### config.mk
export PLATFORM = sky130hd
export DESIGN_NAME = johnson_timing_gen
export DESIGN_NICKNAME = d
export VERILOG_FILES = /design/src/rtl/jtg_pkg.sv /design/src/rtl/jtg_next.sv /design/src/rtl/jtg_decode.sv /design/src/rtl/jtg_stage_reg.sv /design/src/rtl/johnson_timing_gen.sv
export SDC_FILE = /design/constraint.sdc
export NUM_CORES = 1
export LEC_CHECK = 0
export CELL_PAD_IN_SITES_DETAIL_PLACEMENT = 1
export CELL_PAD_IN_SITES_GLOBAL_PLACEMENT = 1
export CORE_MARGIN = 2
export CORE_UTILIZATION = 21
export CTS_CLUSTER_DIAMETER = 200
export DETAILED_ROUTE_END_ITERATION = 8
export GPL_TIMING_DRIVEN = 0
export HOLD_SLACK_MARGIN = 0.06
export PLACE_DENSITY = 0.71
export SKIP_LAST_GASP = 1
export SLEW_MARGIN = 20
export SYNTH_ARGS = -nofsm -noshare
export SYNTH_HDL_FRONTEND = slang
export SYNTH_HIERARCHICAL = 1
export SYNTH_SLANG_ARGS = --single-unit
### constraint.sdc
create_clock -name clk -period 1.11 [get_ports clk]
set_input_delay 0.222 -clock clk [delete_from_list [all_inputs] [get_ports clk]]
set_output_delay 0.222 -clock clk [all_outputs]
set_load 0.01 [all_outputs]
### src/rtl/jtg_pkg.sv
package jtg_pkg;

  // What the ring register does on the coming edge.
  typedef enum logic [1:0] {
    JT_HOLD  = 2'd0,
    JT_SHIFT = 2'd1,
    JT_LOAD  = 2'd2,
    JT_CLEAR = 2'd3
  } jt_op_e;

  // Priority: clear, then load, then shift, then hold.
  function automatic jt_op_e jt_pick_op(input logic clear,
                                        input logic load,
                                        input logic shift);
    if (clear) return JT_CLEAR;
    if (load)  return JT_LOAD;
    if (shift) return JT_SHIFT;
    return JT_HOLD;
  endfunction

endpackage

### src/rtl/jtg_next.sv
// Next pattern of the twisted ring. Index 0 is the first stage.
// One stage (FIX_STAGE) gates its copy with (first | own) so that
// unused patterns drain back into the legal cycle.
module jtg_next #(
  parameter int STAGES    = 4,
  parameter int FIX_STAGE = 2
) (
  input  logic [STAGES-1:0] cur,
  output logic [STAGES-1:0] nxt
);

  for (genvar i = 0; i < STAGES; i++) begin : g_stage
    if (i == 0) begin : g_head
      assign nxt[i] = ~cur[STAGES-1];
    end else if (i == FIX_STAGE) begin : g_fix
      assign nxt[i] = (cur[0] | cur[i]) & cur[i-1];
    end else begin : g_copy
      assign nxt[i] = cur[i-1];
    end
  end

endmodule

### src/rtl/jtg_decode.sv
// Two-input AND decode of a twisted ring into 2*STAGES strobes.
module jtg_decode #(
  parameter int STAGES = 4,
  localparam int PHASES = 2 * STAGES
) (
  input  logic [STAGES-1:0] cur,
  output logic [PHASES-1:0] phase
);

  for (genvar t = 0; t < PHASES; t++) begin : g_term
    if (t == 0) begin : g_empty
      assign phase[t] = ~cur[0] & ~cur[STAGES-1];
    end else if (t < STAGES) begin : g_fill_edge
      assign phase[t] = cur[t-1] & ~cur[t];
    end else if (t == STAGES) begin : g_full
      assign phase[t] = cur[0] & cur[STAGES-1];
    end else begin : g_drain_edge
      assign phase[t] = ~cur[t-STAGES-1] & cur[t-STAGES];
    end
  end

endmodule

### src/rtl/jtg_stage_reg.sv
// Ring flip-flops with clear / load / shift / hold.
module jtg_stage_reg
  import jtg_pkg::*;
#(
  parameter int STAGES = 4
) (
  input  logic              clk,
  input  jt_op_e            op,
  input  logic [STAGES-1:0] shifted,
  input  logic [STAGES-1:0] load_val,
  output logic [STAGES-1:0] q
);

  always_ff @(posedge clk) begin
    case (op)
      JT_CLEAR: q <= '0;
      JT_LOAD:  q <= load_val;
      JT_SHIFT: q <= shifted;
      default:  q <= q;
    endcase
  end

endmodule

### src/rtl/johnson_timing_gen.sv
module johnson_timing_gen
  import jtg_pkg::*;
#(
  parameter int STAGES    = 4,
  parameter int FIX_STAGE = 2
) (
  input  logic                clk,
  input  logic                rst,
  input  logic                shift_en,
  input  logic                preload_en,
  input  logic [STAGES-1:0]   preload_val,
  output logic [STAGES-1:0]   state_q,
  output logic [2*STAGES-1:0] phase_o
);

  localparam int PHASES = 2 * STAGES;

  // Internal order: index 0 is the first stage (A).
  logic [STAGES-1:0] ring_q;
  logic [STAGES-1:0] ring_next;
  logic [STAGES-1:0] ring_load;
  logic [PHASES-1:0] ring_phase;
  jt_op_e            op_sel;

  // Named events, visible to the checker and waveforms.
  logic advance;
  logic load_hit;

  assign op_sel   = jt_pick_op(rst, preload_en, shift_en);
  assign advance  = (op_sel == JT_SHIFT);
  assign load_hit = (op_sel == JT_LOAD);

  // Port order puts the first stage in the top bit.
  for (genvar i = 0; i < STAGES; i++) begin : g_map
    assign state_q[STAGES-1-i] = ring_q[i];
    assign ring_load[i]        = preload_val[STAGES-1-i];
  end

  jtg_next #(.STAGES(STAGES), .FIX_STAGE(FIX_STAGE)) u_next (
    .cur (ring_q),
    .nxt (ring_next)
  );

  jtg_stage_reg #(.STAGES(STAGES)) u_reg (
    .clk      (clk),
    .op       (op_sel),
    .shifted  (ring_next),
    .load_val (ring_load),
    .q        (ring_q)
  );

  jtg_decode #(.STAGES(STAGES)) u_dec (
    .cur   (ring_q),
    .phase (ring_phase)
  );

  assign phase_o = ring_phase;

endmodule

# ---- Word level (Yosys, flattened, before mapping)
# Cells that the tools add are included.
dict set report totals {
  register_bits 4
  latchBits 0
  ramBits 0
  rom_bits 0
  input_bits 8
  output_inout_bits 12
  elab_cells 32
  n_memories 0
}
dict set report classes {
  add_sub_neg 0
  mul 0
  div 0
  magnitude_cmp 0
  eq_ne 3
  shifts 0
  n_mux 13
  n_bitwise 14
  reduce_logical 1
}
# op n
set op_table {}
lappend op_table {{two-way mux 2 bit} 6}
lappend op_table {{case mux 4 bit (3 select lines)} 1}
lappend op_table {{AND 1 bit} 9}
lappend op_table {{two-way mux 1 bit} 6}
lappend op_table {{== test 2 bit (second input constant)} 2}
lappend op_table {{NOT 1 bit} 4}
lappend op_table {{nonzero test 3 bit} 1}
lappend op_table {{== test 2 x 1 -> 1 bit (second input constant)} 1}
lappend op_table {{bitwise OR 1 bit} 1}

# ---- Logic depth before layout (Yosys ltp)
# Gate-level depths: netlist of the first run.
dict set report logic_depth {
  word_depth 9
  mapped_depth 6
  ltp_nobuf 6
}

# ---- Cells and area by module
# The synthesis of the first run kept the hierarchy.
# module n_inst cells_each area_per_inst_um2 seq_area_each_um2
set by_module_without_submodules {}
lappend by_module_without_submodules {jtg_stage_reg 1 18 224.0 120.1}
lappend by_module_without_submodules {jtg_decode 1 8 52.6 0.0}
lappend by_module_without_submodules {jtg_next 1 4 26.3 0.0}
lappend by_module_without_submodules {johnson_timing_gen 1 3 17.5 0.0}

# ---- Least setup slack after synthesis of the first run
# OpenSTA, ideal clock, no wires.
dict set report synth_timing {
  path_type {input port to flip-flop}
  start {input port preload_en}
  end {register u_reg.q[2], data pin}
  setup_time_ns 0.258
  t_arrival_ns 0.889
  t_required_ns 0.852
  slack_ns -0.037
  cell_stages 4
  n_path_buf 0
  cell_sequence {or2_1 ha_1 a22oi_1 nor2b_1}
}
dict set report synth_via {
  elab_chain_cells 7
  elab_cells_between_ends 11
  classes_between {eq/ne (3); mux (8)}
}
# item line
set synth_lines {}
lappend synth_lines {{start: declaration} johnson_timing_gen.sv:10} ;# input logic preload_en,
lappend synth_lines {{two-way mux 2 bit} jtg_pkg.sv:16} ;# if (load) return JT_LOAD;
lappend synth_lines {{two-way mux 2 bit} jtg_pkg.sv:17} ;# if (shift) return JT_SHIFT;
lappend synth_lines {{two-way mux 2 bit} jtg_pkg.sv:18} ;# return JT_HOLD;
lappend synth_lines {{two-way mux 2 bit (*)} jtg_pkg.sv:17}
lappend synth_lines {{two-way mux 2 bit (*)} jtg_pkg.sv:16}
lappend synth_lines {{== test 2 x 1 -> 1 bit / == test 2 bit (equally long branches)} jtg_stage_reg.sv:15} ;# case (op)
lappend synth_lines {{case mux 4 bit (3 select lines) (*)} jtg_stage_reg.sv:15}
lappend synth_lines {{end signal: assignment} jtg_stage_reg.sv:17} ;# JT_LOAD: q <= load_val;
lappend synth_lines {{end signal: assignment} jtg_stage_reg.sv:18} ;# JT_SHIFT: q <= shifted;
lappend synth_lines {{end signal: assignment} jtg_stage_reg.sv:19} ;# default: q <= q;
lappend synth_lines {{end: declaration} jtg_stage_reg.sv:11} ;# output logic [STAGES-1:0] q
# Every way passes the cells marked *; elsewhere a longest branch is shown, timed or not. The select of a mux whose other input is x is not followed.
# A chain may end at the register's enable or synchronous reset.

# ---- Worst setup path in the final report of the first run
dict set report layout_timing {
  start {register u_reg.q[1]}
  end {output port phase_o[2]}
}
dict set report layout_via {
  elab_chain_cells 1
}
# item line
set layout_lines {}
lappend layout_lines {{AND 1 bit} jtg_decode.sv:14} ;# assign phase[t] = cur[t-1] & ~cur[t];
lappend layout_lines {{end: declaration} johnson_timing_gen.sv:13} ;# output logic [2*STAGES-1:0] phase_o
# No other way between the ends.

==> impl_metrics.xml, run 1 <==
<?xml version="1.0" encoding="UTF-8"?>
<metrics>
  <group name="place">
    <metric name="pre_cts_ws" unit="ps">-550</metric>
    <metric name="gp_routability_congestion" unit="">0.655</metric>
    <metric name="buffer_ports.inserted" unit="">19</metric>
    <metric name="dpl-instance-area" unit="um^2">548</metric>
    <metric name="detailedPlacementHpwl" unit="um">577</metric>
  </group>
  <group name="yosys">
    <metric name="ys_top_cells_by_area" unit="">sky130_fd_sc_hd__edfxtp_1 38%, sky130_fd_sc_hd__nor2b_1 16%, sky130_fd_sc_hd__ha_1 12%, sky130_fd_sc_hd__a22oi_1 9.4%, sky130_fd_sc_hd__inv_1 5.9%</metric>
    <metric name="share_of_yosys_cell_area_claimed_by_the_top_area_cell_type" unit="">0.375</metric>
    <metric name="synth_cell_type_count" unit="">12</metric>
    <metric name="synth.yosys.seq_area_share" unit="">0.375</metric>
    <metric name="syn_area_per_cell" unit="um^2">9.71</metric>
    <metric name="synth-seq-cells" unit="">4</metric>
    <metric name="synth-warning-count" unit="">6</metric>
    <metric name="synth-compound-area-share" unit="">0.141</metric>
    <metric name="synth_fa_ha_area_frac" unit="">0.117</metric>
    <metric name="instance_count_of_the_mapped_netlist" unit="">33</metric>
    <metric name="post_synth_instance_area" unit="um^2">320</metric>
    <metric name="synth_nets" unit="">44</metric>
    <metric name="synth_area_in_xor_xnor" unit="">0</metric>
    <metric name="synth_top_family_by_area" unit="">simple AND/OR/NAND/NOR gates</metric>
    <metric name="synth_area_leader_cell" unit="">sky130_fd_sc_hd__edfxtp_1</metric>
    <metric name="yosys-mux-area-fraction" unit="">0</metric>
    <metric name="synth_simple_gate_area_frac" unit="">0.262</metric>
  </group>
  <group name="detailed_routing">
    <metric name="detail_route.drc_violations" unit="">0</metric>
    <metric name="detail_route.iter0.violations" unit="">0</metric>
    <metric name="drt_wl_total" unit="um">979</metric>
    <metric name="detail-route-antenna-nets" unit="">0</metric>
    <metric name="first_pass_iters" unit="">1</metric>
    <metric name="vias" unit="">343</metric>
    <metric name="detail_route.vias_per_cell" unit="">4.18</metric>
    <metric name="wire_per_inst" unit="um">11.9</metric>
  </group>
  <group name="critical_path">
    <metric name="critical-path-max-stage-delay" unit="ps">420</metric>
    <metric name="critPathLaunchType" unit="">flip-flop</metric>
    <metric name="worstSetupEndpointType" unit="">primary output</metric>
    <metric name="crit_path_max_fanout" unit="">3</metric>
    <metric name="crit_top_cell" unit="">sky130_fd_sc_hd__buf_6</metric>
    <metric name="worstPathArrival" unit="ps">1100</metric>
    <metric name="critPathRequiredTime" unit="ps">890</metric>
    <metric name="crit_path_max_delay_cell_type" unit="">sky130_fd_sc_hd__edfxtp_1</metric>
    <metric name="r2r_startpoint" unit="">u_reg/q[2]</metric>
    <metric name="timing.critical_path.max_delay_family" unit="">flip-flops</metric>
    <metric name="timing.reg2reg.setup_slack" unit="ps">-180</metric>
    <metric name="r2r_end" unit="">u_reg/q[2]</metric>
    <metric name="critical_path.startpoint" unit="">u_reg/q[1]</metric>
    <metric name="path_class" unit="">reg -&gt; out</metric>
    <metric name="worstRegToRegCells" unit="">5</metric>
    <metric name="cp_cell_sequence" unit="">buf_6 -&gt; and2b_2 -&gt; buf_6</metric>
    <metric name="timing.critical_path.buf_inv" unit="">2</metric>
  </group>
  <group name="global_route">
    <metric name="grt_start_max_net_pins" unit="">5</metric>
    <metric name="number_of_antenna_violations_at_the_first_check_in_global_routing" unit="">0</metric>
    <metric name="first_global_vias" unit="">356</metric>
    <metric name="grt_util_all_layers" unit="">0.128</metric>
    <metric name="grt_overflow" unit="">0</metric>
    <metric name="global_route_wire_length_before_repair" unit="um">1700</metric>
  </group>
  <group name="timing">
    <metric name="setup_skew_after_layout" unit="ps">1.52</metric>
    <metric name="layout_setup_ws" unit="ps">-211</metric>
    <metric name="tns" unit="ps">-1880</metric>
    <metric name="timing.final.crit_period" unit="ps">1320</metric>
    <metric name="unrepaired_setup_endpoints_after_global_routing" unit="">yes</metric>
    <metric name="fmax" unit="MHz">757</metric>
    <metric name="layout_worst_path_cycle_share" unit="">1.19</metric>
    <metric name="timing_hold_violations_final" unit="">0</metric>
    <metric name="timing_worst_slew_pin_value" unit="ps">158</metric>
    <metric name="max_slew_margin" unit="">0.895</metric>
    <metric name="finalSetupViolCount" unit="">14</metric>
    <metric name="timing_max_transition_violations_final" unit="">0</metric>
  </group>
  <group name="clock_network">
    <metric name="clock_path_buffers" unit="">2</metric>
    <metric name="clock_latency" unit="ps">230</metric>
    <metric name="h-tree-depth" unit="">1</metric>
    <metric name="clk_pin_slew_worst_paths" unit="ps">40</metric>
    <metric name="numCtsBuffers" unit="">3</metric>
    <metric name="hold_fix_buffers_at_cts" unit="">0</metric>
    <metric name="cts.root.buffer_cell" unit="">sky130_fd_sc_hd__clkbuf_4</metric>
    <metric name="cts_tree" unit="">yes</metric>
    <metric name="numClockSinks" unit="">4</metric>
  </group>
  <group name="finish">
    <metric name="finish.net_count" unit="">79</metric>
    <metric name="antenna-diode-count" unit="">0</metric>
    <metric name="multi_input_comb_area" unit="um^2">241</metric>
    <metric name="area_growth_syn_to_layout" unit="%">125</metric>
    <metric name="area.sequential" unit="um^2">120</metric>
    <metric name="final_layout_size_suffix_gt1_frac" unit="">0.667</metric>
    <metric name="design_area" unit="um^2">722</metric>
    <metric name="largest_reg_flops" unit="">4</metric>
    <metric name="largest-register" unit="">u_reg/q</metric>
    <metric name="reg.largest.list" unit="">u_reg/q x4</metric>
    <metric name="fillerInstances" unit="">161</metric>
  </group>
  <group name="floorplanning">
    <metric name="floorplan.die.height" unit="um">43.1</metric>
    <metric name="total_core_area" unit="um^2">1470</metric>
    <metric name="die_area" unit="um^2">1850</metric>
    <metric name="floorplan.initialDensity" unit="">0.218</metric>
    <metric name="floorplan.io_pins" unit="">20</metric>
    <metric name="num_rows" unit="">14</metric>
    <metric name="die_x" unit="um">43.1</metric>
  </group>
  <group name="flow_run">
    <metric name="cap_viol_max_count" unit="">0</metric>
  </group>
  <group name="hold_path">
    <metric name="min_delay_worst_endpoint" unit="">u_reg/q[3]</metric>
    <metric name="timing.hold.worst.class" unit="">in -&gt; reg</metric>
    <metric name="hold_path.startpoint" unit="">rst</metric>
    <metric name="hold-path-cell-count" unit="">5</metric>
  </group>
  <group name="pwr">
    <metric name="fin_total_pwr" unit="uW">643</metric>
    <metric name="power_leakage" unit="nW">0.333</metric>
    <metric name="vdd_drop_max" unit="mV">0.505</metric>
    <metric name="pwr_density_cell" unit="nW/um^2">891</metric>
  </group>
  <group name="run_status">
    <metric name="status" unit="">complete, but fails checks</metric>
    <metric name="failed_checks" unit="">setup timing</metric>
  </group>
</metrics>
==> layout make-up <==
class	count	area share
Buffer	2	0.0312
Tap cell	16	0.0277
Clock buffer	3	0.0312
Sequential cell	4	0.166
Multi-Input combinational cell	22	0.334
Inverter	5	0.0295
Timing Repair Buffer	30	0.380
==> power by group <==
| part | switching, mW | total (mW) | internal, mW |
|---|---|---|---|
| sequential | 0.0110 | 0.192 | 0.181 |
| combinational | 0.104 | 0.273 | 0.169 |
| clock | 0.0575 | 0.178 | 0.121 |
==> metrics by stage <==
stage / utilization / hold slack, ps / std cells
2_1_floorplan: - / 469 / 33
3_3_place_gp: 0.372 / 816 / 68
3_5_place_dp: 0.372 / 825 / 68
4_1_cts: 0.464 / 668 / 81
5_1_grt: 0.491 / 676 / 82
6_report: 0.491 / 665 / 82
==> cell families after synthesis <==
| kind of cell | Yosys count |
|---|---|
| adder cells (fa/ha/maj) | 3 |
| AND/OR/NAND/NOR | 13 |
| buffers and inverters | 7 |
| AO/OA/AOI/OAI | 6 |
| flip-flops | 4 |
==> worst max-delay path by stage <==
stage / end / slack [ps] / depth (start not counted)
after floorplan: u_reg/q[2] / -10 / 4
after global placement: u_reg/q[2] / -520 / 6
after detailed placement: u_reg/q[2] / -550 / 6
after CTS: phase_o[2] / -210 / 3
after global routing: phase_o[7] / -260 / 3
final: phase_o[2] / -210 / 3
==> timing repair <==
action,CTS,global route
pin swaps,10,4
hold endpoints to repair,0,0
setup endpoints to repair,20,19
gates resized for setup,71,13
setup buffers,10,1
==> Yosys cell counts, drive strengths merged <==
master / count
edfxtp: 4
nor2b: 8
and2b: 2
nor2: 1
buf: 2
o21a: 1
ha: 3
or2: 1
a22oi: 4
a21o: 1
and2: 1
inv: 5
==> cells in the final DEF, fill, tap and decap left out, drive strengths merged <==
| cell | n |
|---|---|
| edfxtp | 4 |
| a22oi | 4 |
| inv | 5 |
| or2 | 1 |
| a21o | 1 |
| clkdlybuf4s15 | 1 |
| nor2b | 8 |
| clkdlybuf4s50 | 4 |
| nor2 | 1 |
| dlygate4sd2 | 1 |
| o21a | 1 |
| and2 | 1 |
| ha | 3 |
| buf | 26 |
| and2b | 2 |
| clkbuf | 3 |
==> worst register-to-register path: stages, from the launching register on <==
cell                       delay [ps]
sky130_fd_sc_hd__edfxtp_1         410
sky130_fd_sc_hd__buf_6            150
sky130_fd_sc_hd__buf_6            110
sky130_fd_sc_hd__o21a_1           190
sky130_fd_sc_hd__a22oi_2          110
sky130_fd_sc_hd__nor2b_1           60
==> per-layer routing <==
layer,vias to the layer above,global-route usage,part of all wire
met5,-,0,0
met4,0,0.0545,0.016
met3,2,0.0511,0.059
met2,17,0.224,0.56
met1,151,0.135,0.37
li1,173,-,-
(Power assumes the default switching activity.)
==> run 2: changes to the inputs <==
GPL_ROUTABILITY_DRIVEN = 0   (was unset)
GPL_TIMING_DRIVEN = unset   (was 0)
==> run 2 against run 1 <==
  * Largest power group unchanged
  * Critical path depth is 2 higher
  * Highest routed layer unchanged
  * Power is 4.6% higher
  * The flow still finishes with violations (setup timing)
  * Via count is 2.0% higher
==> impl_metrics.xml, run 2 (same netlist as run 1, synthesis figures left out) <==
<?xml version="1.0" encoding="UTF-8"?>
<metrics>
  <group name="floorplanning">
    <metric name="die_x" unit="um">43.1</metric>
    <metric name="total_core_area" unit="um^2">1470</metric>
    <metric name="floorplan.io_pins" unit="">20</metric>
    <metric name="num_rows" unit="">14</metric>
    <metric name="die_area" unit="um^2">1850</metric>
    <metric name="floorplan.initialDensity" unit="">0.218</metric>
    <metric name="floorplan.die.height" unit="um">43.1</metric>
  </group>
  <group name="critical_path">
    <metric name="critical-path-max-stage-delay" unit="ps">450</metric>
    <metric name="worstSetupEndpointType" unit="">flip-flop</metric>
    <metric name="timing.critical_path.buf_inv" unit="">2</metric>
    <metric name="path_class" unit="">reg -&gt; reg</metric>
    <metric name="r2r_startpoint" unit="">u_reg/q[0]</metric>
    <metric name="timing.reg2reg.setup_slack" unit="ps">-250</metric>
    <metric name="critPathLaunchType" unit="">flip-flop</metric>
    <metric name="timing.critical_path.max_delay_family" unit="">flip-flops</metric>
    <metric name="r2r_end" unit="">u_reg/q[2]</metric>
    <metric name="crit_path_max_fanout" unit="">4</metric>
    <metric name="crit_top_cell" unit="">sky130_fd_sc_hd__buf_6</metric>
    <metric name="crit_path_max_delay_cell_type" unit="">sky130_fd_sc_hd__edfxtp_1</metric>
    <metric name="crit_path_end" unit="">u_reg/q[2]</metric>
    <metric name="worstSetupPathDepth" unit="">5</metric>
    <metric name="worstPathArrival" unit="ps">1350</metric>
    <metric name="cp_cell_sequence" unit="">buf_6 -&gt; buf_6 -&gt; o21a_1 -&gt; a22oi_2 -&gt; nor2b_1</metric>
    <metric name="critPathRequiredTime" unit="ps">1100</metric>
    <metric name="critical_path.startpoint" unit="">u_reg/q[0]</metric>
    <metric name="worstRegToRegCells" unit="">5</metric>
  </group>
  <group name="clock_network">
    <metric name="clk_pin_slew_worst_paths" unit="ps">40</metric>
    <metric name="hold_fix_buffers_at_cts" unit="">0</metric>
    <metric name="numClockSinks" unit="">4</metric>
    <metric name="cts.root.buffer_cell" unit="">sky130_fd_sc_hd__clkbuf_4</metric>
    <metric name="cts_tree" unit="">yes</metric>
    <metric name="clock_path_buffers" unit="">2</metric>
    <metric name="numCtsBuffers" unit="">3</metric>
    <metric name="clock_latency" unit="ps">240</metric>
    <metric name="h-tree-depth" unit="">1</metric>
  </group>
  <group name="flow_run">
    <metric name="cap_viol_max_count" unit="">0</metric>
  </group>
  <group name="finish">
    <metric name="final_cell_mix" unit="">16 x sky130_fd_sc_hd__buf_6, 6 x sky130_fd_sc_hd__buf_4, 6 x sky130_fd_sc_hd__nor2b_1</metric>
    <metric name="layout_commonest_cell" unit="">sky130_fd_sc_hd__buf_6</metric>
    <metric name="area_growth_syn_to_layout" unit="%">134</metric>
    <metric name="final_layout_size_suffix_gt1_frac" unit="">0.701</metric>
    <metric name="antenna-diode-count" unit="">0</metric>
    <metric name="finalNonFillerCells" unit="">83</metric>
    <metric name="largest_reg_flops" unit="">4</metric>
    <metric name="design_area" unit="um^2">751</metric>
    <metric name="largest-register" unit="">u_reg/q</metric>
    <metric name="finish.net_count" unit="">80</metric>
    <metric name="reg.largest.list" unit="">u_reg/q x4</metric>
  </group>
  <group name="global_route">
    <metric name="grt_start_max_net_pins" unit="">5</metric>
    <metric name="grt_overflow" unit="">0</metric>
    <metric name="number_of_antenna_violations_at_the_first_check_in_global_routing" unit="">0</metric>
    <metric name="first_global_vias" unit="">403</metric>
    <metric name="grt_util_all_layers" unit="">0.130</metric>
    <metric name="global_route_wire_length_before_repair" unit="um">1730</metric>
  </group>
  <group name="timing">
    <metric name="setup_skew_after_layout" unit="ps">3.58</metric>
    <metric name="layout_worst_path_cycle_share" unit="">1.23</metric>
    <metric name="finalSetupViolCount" unit="">15</metric>
    <metric name="max_slew_margin" unit="">0.875</metric>
    <metric name="fmax" unit="MHz">733</metric>
    <metric name="timing_max_transition_violations_final" unit="">0</metric>
    <metric name="timing_hold_violations_final" unit="">0</metric>
    <metric name="layout_setup_ws" unit="ps">-254</metric>
    <metric name="timing.final.crit_period" unit="ps">1360</metric>
    <metric name="unrepaired_setup_endpoints_after_global_routing" unit="">yes</metric>
    <metric name="timing_worst_slew_pin_value" unit="ps">188</metric>
  </group>
  <group name="hold_path">
    <metric name="timing.hold.worst.class" unit="">in -&gt; reg</metric>
  </group>
  <group name="detailed_routing">
    <metric name="detail_route.vias_per_cell" unit="">4.22</metric>
    <metric name="drt_wl_total" unit="um">969</metric>
    <metric name="detail_route.iter0.violations" unit="">0</metric>
    <metric name="detail_route.drc_violations" unit="">0</metric>
    <metric name="detail-route-antenna-nets" unit="">0</metric>
    <metric name="vias" unit="">350</metric>
    <metric name="first_pass_iters" unit="">1</metric>
    <metric name="wire_per_inst" unit="um">11.7</metric>
  </group>
  <group name="place">
    <metric name="pre_cts_ws" unit="ps">-536</metric>
    <metric name="dpl-instance-area" unit="um^2">563</metric>
    <metric name="detailedPlacementHpwl" unit="um">656</metric>
    <metric name="buffer_ports.inserted" unit="">19</metric>
    <metric name="place.detailed.instances" unit="">70</metric>
  </group>
  <group name="pwr">
    <metric name="power_leakage" unit="nW">0.342</metric>
    <metric name="pwr_density_cell" unit="nW/um^2">896</metric>
    <metric name="vdd_drop_max" unit="mV">0.494</metric>
    <metric name="fin_total_pwr" unit="uW">673</metric>
  </group>
  <group name="run_status">
    <metric name="failed_checks" unit="">setup timing</metric>
    <metric name="status" unit="">complete, but fails checks</metric>
  </group>
</metrics>
-- run 2: cell types whose count changed in the layout (fill, tap and decap cells not counted) --
cell                              delta
sky130_fd_sc_hd__buf_4               +3
sky130_fd_sc_hd__nor2_4              +1
sky130_fd_sc_hd__and2_1              -1
sky130_fd_sc_hd__and2_4              +1
sky130_fd_sc_hd__clkdlybuf4s15_2     +1
sky130_fd_sc_hd__nor2_1              -1
sky130_fd_sc_hd__buf_2               -4
sky130_fd_sc_hd__clkbuf_2            +1
-- run 2: layer usage --
metal,share of wire,wire [um],track usage
met1,0.35,340,0.125
met2,0.58,561,0.239
met3,0.051,49,0.0298
met4,0.019,18,0.0909
met5,0,0,0
-- run 2: how the worst min path moves through the flow --
stage	from	to	slack (ps)	depth (start not counted)
2_1_floorplan	preload_val[3]	u_reg/q[0]	470	2
3_3_place_gp	u_reg/q[2]	u_reg/q[3]	840	3
3_5_place_dp	u_reg/q[2]	u_reg/q[3]	860	3
4_1_cts	preload_val[3]	u_reg/q[0]	720	3
5_1_grt	preload_en	u_reg/q[2]	710	5
6_report	preload_en	u_reg/q[0]	660	5
-- run 2: cell type report --
| type | instances | area [um^2] |
|---|---|---|
| flip-flops and latches | 4 | 120 |
| repair buffers | 33 | 315 |
| inverters | 5 | 21.3 |
| clock buffers | 3 | 22.5 |
| well taps | 16 | 20.0 |
| multi-input cells | 22 | 251 |
| fillers | 160 | 721 |
-- run 2: power by group --
group | switching [mW] | internal (mW)
clock | 0.0704 | 0.122
combinational | 0.105 | 0.182
sequential | 0.0130 | 0.180
-- run 2: through the flow --
stage                      util  TNS, ps  hold WS [ps]
after detailed placement  0.383    -5980           856
after CTS                 0.477    -2150           721
after global placement    0.383    -5790           837
after floorplan               -    -9.86           469
after global routing      0.510    -2940           708
final                     0.510    -2180           657
-- run 2: what timing repair did --
action / in CTS / in global routing
gates resized for setup: 68 / 17
pin swaps: 10 / 3
setup buffers: 11 / 1
endpoints found under the setup margin: 20 / 20
-- run 2: worst reg2reg max path: cells and delay by family (launching register included) --
| family | cells | cell delay (ps) |
|---|---|---|
| DFF | 1 | 450 |
| AOI/OAI and AO/OA | 2 | 320 |
| buffers and inverters | 2 | 280 |
| and+or+nand+nor | 1 | 60 |
